### config.mk
export PLATFORM = sky130hd
export DESIGN_NAME = edge_clk_divider
export DESIGN_NICKNAME = d
export VERILOG_FILES = /design/src/rtl/clkdiv_pkg.sv /design/src/rtl/rst_sync_chain.sv /design/src/rtl/div_mode_capture.sv /design/src/rtl/div_phase_gen.sv /design/src/rtl/edge_clk_divider.sv
export SDC_FILE = /design/constraint.sdc
export NUM_CORES = 1
export LEC_CHECK = 0
export BUFFER_PORTS_ARGS = -buffer_cell sky130_fd_sc_hd__buf_2
export CAP_MARGIN = 15
export CORE_AREA = 10 10 47 49
export DETAILED_ROUTE_END_ITERATION = 12
export DIE_AREA = 0 0 57 59
export PLACE_DENSITY_LB_ADDON = 0.3
export SLEW_MARGIN = 20
export SYNTH_ARGS = -nofsm -noshare
export SYNTH_HDL_FRONTEND = slang
export SYNTH_SLANG_ARGS = --single-unit
export TNS_END_PERCENT = 10
### constraint.sdc
create_clock -name clk_fast_i -period 1.7 [get_ports clk_fast_i]
set_input_delay 0.425 -clock clk_fast_i [delete_from_list [all_inputs] [get_ports clk_fast_i]]
set_output_delay 0.425 -clock clk_fast_i [all_outputs]
set_load 0.005 [all_outputs]
### src/rtl/clkdiv_pkg.sv
package clkdiv_pkg;

  // Ratio code: the value is also the counter bit that drives the output.
  typedef enum logic {
    DIV_BY2 = 1'b0,
    DIV_BY4 = 1'b1
  } div_ratio_e;

  localparam int unsigned NUM_RATIOS = 2;
  localparam int unsigned PHASE_W    = NUM_RATIOS;

endpackage

### src/rtl/rst_sync_chain.sv
module rst_sync_chain #(
  parameter int unsigned STAGES = 4
) (
  input  logic clk_i,
  input  logic arst_req_n_i,
  output logic srst_n_o
);

  logic [STAGES-1:0] stage_q;
  logic [STAGES-1:0] stage_d;

  // Each stage clears at once on request and fills with ones from stage 0.
  genvar gi;
  generate
    for (gi = 0; gi < STAGES; gi++) begin : g_stage
      if (gi == 0) begin : g_head
        always_comb stage_d[gi] = 1'b1;
      end else begin : g_link
        always_comb stage_d[gi] = stage_q[gi-1];
      end

      always_ff @(posedge clk_i or negedge arst_req_n_i) begin
        if (!arst_req_n_i) begin
          stage_q[gi] <= 1'b0;
        end else begin
          stage_q[gi] <= stage_d[gi];
        end
      end
    end
  endgenerate

  assign srst_n_o = stage_q[STAGES-1];

endmodule

### src/rtl/div_mode_capture.sv
module div_mode_capture
  import clkdiv_pkg::*;
(
  input  logic       clk_i,
  input  logic       arst_n_i,
  input  logic       capture_en_i,
  input  logic       sel_i,
  output div_ratio_e mode_o
);

  div_ratio_e mode_q;
  div_ratio_e mode_d;

  always_comb begin
    mode_d = mode_q;
    if (capture_en_i) begin
      mode_d = div_ratio_e'(sel_i);
    end
  end

  always_ff @(posedge clk_i or negedge arst_n_i) begin
    if (!arst_n_i) begin
      mode_q <= DIV_BY2;
    end else begin
      mode_q <= mode_d;
    end
  end

  assign mode_o = mode_q;

endmodule

### src/rtl/div_phase_gen.sv
module div_phase_gen
  import clkdiv_pkg::*;
#(
  parameter int unsigned CNT_W = PHASE_W
) (
  input  logic       clk_i,
  input  logic       srst_n_i,
  input  div_ratio_e mode_i,
  output logic       clk_div_o
);

  localparam int unsigned SEL_W = (CNT_W > 1) ? $clog2(CNT_W) : 1;

  logic [CNT_W-1:0] cnt_q;
  logic [CNT_W-1:0] cnt_d;
  logic             clk_q;
  logic             clk_d;
  logic [SEL_W-1:0] tap;

  // Ratio code selects the counter bit. The inverted bit makes the
  // first running edge drive the output high.
  always_comb begin
    tap   = SEL_W'(mode_i);
    cnt_d = cnt_q + CNT_W'(1);
    clk_d = ~cnt_q[tap];
  end

  always_ff @(posedge clk_i or negedge srst_n_i) begin
    if (!srst_n_i) begin
      cnt_q <= '0;
      clk_q <= 1'b0;
    end else begin
      cnt_q <= cnt_d;
      clk_q <= clk_d;
    end
  end

  assign clk_div_o = clk_q;

endmodule

### src/rtl/edge_clk_divider.sv
module edge_clk_divider
  import clkdiv_pkg::*;
#(
  parameter int unsigned SYNC_STAGES = 4
) (
  input  logic clk_fast_i,
  input  logic rst_req_n_i,
  input  logic div4_sel_i,
  output logic clk_div_o,
  output logic gear_rst_n_o
);

  logic       sync_rst_n;
  div_ratio_e div_mode;
  logic       mode_is_div4;

  rst_sync_chain #(
    .STAGES(SYNC_STAGES)
  ) u_sync (
    .clk_i        (clk_fast_i),
    .arst_req_n_i (rst_req_n_i),
    .srst_n_o     (sync_rst_n)
  );

  div_mode_capture u_mode (
    .clk_i        (clk_fast_i),
    .arst_n_i     (rst_req_n_i),
    .capture_en_i (~sync_rst_n),
    .sel_i        (div4_sel_i),
    .mode_o       (div_mode)
  );

  div_phase_gen #(
    .CNT_W(PHASE_W)
  ) u_phase (
    .clk_i     (clk_fast_i),
    .srst_n_i  (sync_rst_n),
    .mode_i    (div_mode),
    .clk_div_o (clk_div_o)
  );

  assign mode_is_div4 = (div_mode == DIV_BY4);
  assign gear_rst_n_o = sync_rst_n;

endmodule

# Word level (Yosys, flattened, before mapping)
# Cells that the tools add are included.
# totals
regBits	8
input_bits	3
out_inout_bits	2
elab_cells	12
# op_classes
add_sub_neg	1
order_cmp	1
muxes	2
bitwise_logic	1
# op_table
operator	count
$add 2x1->2 const B	1
$lt 1x2->1 const B	1
$mux 1	2
$not 1->1	1

# Longest topological paths before layout
# depth
word_depth	3
depth_mapped	1
ltp_nobuf	1

# By module
# From an unflattened synthesis, not the netlist that was laid out.
# hier_totals
hier_cells	14
hier_area_um2	245.2
# modules_own_cells
module	n_inst	cells_per_inst	area_each_um2	seq_area_each_um2
rst_sync_chain	1	5	103.8	100.1
div_phase_gen	1	6	97.6	75.1
div_mode_capture	1	2	40.0	25.0
edge_clk_divider	1	1	3.8	0.0

# Worst setup path before layout
# No wires, ideal clock.
# synth_path
kind	register to register
start	register u_sync.stage_q[3], in the netlist u_sync.srst_n_o
end	register u_mode.mode_q, in the netlist u_mode.mode_o
setup_time_ps	125
arrival_time_ps	729
required_time_ps	1575
slack_ps	846
path_stages_with_launch	2
path_buffers	0
period_less_slack_ps	854
path_cell_list	dfrtp_1 -> mux2_4
# synth_rtl
element	line	source
start, declared	rst_sync_chain.sv:9	logic [STAGES-1:0] stage_q;
start signal, assigned by index	rst_sync_chain.sv:26	stage_q[gi] <= stage_d[gi];
end signal, assigned	div_mode_capture.sv:25	mode_q <= mode_d;
end, declared	div_mode_capture.sv:11	div_ratio_e mode_q;
# No word-level cell between the ends.

# Worst setup path in the final report
# layout_path
start	register u_sync.stage_q[3], in the netlist u_sync.srst_n_o
end	output port gear_rst_n_o
# layout_rtl
element	line	source
end, declared	edge_clk_divider.sv:10	output logic gear_rst_n_o
# No word-level cell between the ends.

==> impl_results.md <==
* Largest area contributor in the netlist: dfrtp_1
* Register share of total power at 57.2%
* Reg2reg setup slack at 0.83 ns
* Highest-count cells in the layout ignoring fill and taps: dfrtp_1 (8), buf_2 (4), clkbuf_4 (3)
* Nets at 26
* Mean Syn Cell Area at 18.6 um^2
* WP data required at 1.27 ns
* DR WL/cell at 9.38 um
* Min-delay worst type: reg -> async
* Post-layout instance count excluding filler cells at 37
* CTS sink count at 8
* Setup_tns at 0 ns
* Synth Net Count at 16
* Final hold vios at 0
* Worst path bufs/invs at 1
* CTS Hold Bufs at 1
* Via count at 119
* Synth area leaders: dfrtp_1 (83%), mux2_4 (6.2%), mux2i_1 (4.1%)
* Clk root buf: clkbuf_4
* Routability Congestion at ~0.59
* Clock network power share at 39.4%
* Ant diodes at 0
* Post-synthesis sequential area ratio at 82.9%
* Critical path's slowest cell: dfrtp_1
* Critical path cell sequence: buf_2
* Total global-route track usage at around 2.9%
* Die height at 59 um
* Crit-path leading delay family: flip-flops
* DRC viols at 0
* Switch Pwr at 0.0677 mW
* DRT antenna net count at 0
* CTS tree: done
* Comb power frac at 3.5%
* Mapped Area at 241 um^2
* Most common cell after layout, fill and taps aside: dfrtp_1
* First-pass GRT wire length at 648 um
* Final Critical Period at 1.27 ns
* Total power at 0.354 mW
* Starting Density at 17.2%
* Rows at 14
* DP Area at 282 um^2
* Share of cells above drive strength 1 at about two fifths
* Slew Limit Fails at 0
* Hold WS at around 0.075 ns
* Die width at approximately 57 um
* Largest net degree at the start of global routing at 6
* WL final at 347 um
* Post-synthesis register bit count at 8
* Setup-failing EPs final at 0
* Initial DRT Pass Iterations at 2
* Yosys cell types at 6
* Fmax at 788 MHz
* Vias in the first global route at ~140
* Placed insts at 33
* Tcrit/Tclk final at 74.7%
* Drt initial violations at 3
* Critical Path Source Type: flop
* CP max FO at 5
* Syn Inst Count at 13
* I/O pin cnt at 5
* Synthesis Warnings at 0
* Worst path max stage delay at 0.44 ns
* Crit path launch: u_sync.srst_n_o
* Leak Pwr at ~0.16 nW
* Cell internal pwr at between 0.2 and 0.3 mW
* Grt ovf at 0
* Postcts setup bufs at 0
* Sw Share at 19.1%
* Start of the worst register-to-register path: u_sync.srst_n_o
* Max-cap violations at 0
* Post-CTS resize count at 0
* Final std cell area, no fill at 314 um^2
* Initial antenna violation count at 0
* P&R area growth vs syn at 30.1%
* Share of the synthesized area in the top cell type at between 80 and 90%
* Die area at 3360 um^2
* Clock Skew at between 0.0004 and 0.0005 ns
* CP Capture Type: output pin
* RSZ-0062 raised after global routing: false
* Status: complete, no violations
* Clock tree buffer depth at 2
* Crit Path Class: reg -> out
* CP Data Arrival Time at 0.84 ns
* Inserted Clock Buffers at 3
* H-tree Lvls at 1
* PwrDens at 1130 nW/um^2
* Skew-Pair Late Insertion Delay at 0.25 ns
* IO Port Bufs at 4
* Worst-path clk slew at about 0.050 ns
* Maximum vdd drop at 0.000371 V
* Core area at 1400 um^2
* Drt via density at 3.22
==> power by group through the flow <==
stage	logic [mW]	clock network (mW)	registers (mW)
after floorplan	0.00488	0	0.205
after global placement	0.0110	0	0.206
after detailed placement	0.0109	0	0.206
after CTS	0.0127	0.148	0.203
after global routing	0.0136	0.165	0.204
final	0.0123	0.139	0.202
==> synthesized netlist by cell type <==
| library cell | number |
|---|---|
| dfrtp_1 | 8 |
| conb_1 | 1 |
| inv_1 | 1 |
| mux2_4 | 1 |
| mux2i_1 | 1 |
| xor2_1 | 1 |
==> logic make-up after synthesis <==
group        Yosys count  synth area share [%]
flops                  8                  82.9
other cells            1                  1.55
xor+xnor               1                  3.63
buf+inv                1                  1.55
mux                    2                  10.4
==> flip-flops by register name (all words and copies together) (netlist names) <==
signal and flops:
u_sync.stage_d 3, u_phase.cnt_q 2, u_mode.mode_o 1, u_phase.clk_div_o 1, u_sync.srst_n_o 1
==> area by class of cell <==
cell class | instances | area, um^2
multi-input combinational | 4 | 37.5
sequential | 8 | 200
clock buffer | 3 | 22.5
timing repair buffer | 5 | 30.0
tap | 16 | 20.0
fill | 155 | 1090
inverter | 1 | 3.75
==> per-stage QoR <==
stage	util, %	worst slack (ns)
CTS	22.4	0.407
finish	22.4	0.431
global route	22.4	0.335
global placement	20.1	0.704
floorplan	-	0.846
detailed placement	20.1	0.678
==> layer usage <==
metal / global-route usage [%] / share of wire (%) / vias up
li1: - / - / 55
met1: 2.77 / 49 / 59
met2: 2.79 / 37 / 5
met3: 3.65 / 13 / 0
met4: 3.02 / 0 / 0
met5: 0 / 0 / -
==> path summary, 6_finish.rpt <==
path / end / depth (start not counted)
max: gear_rst_n_o / 1
max in group asynchronous: u_sync.stage_d[1] / 2
max reg2reg: u_mode.mode_o / 1
min reg2reg: u_phase.cnt_q[0] / 0
min in group clk_fast_i: u_sync.srst_n_o / 0
min: u_phase.cnt_q[0] / 0
No activity file was read; power rests on OpenSTA's default activity.
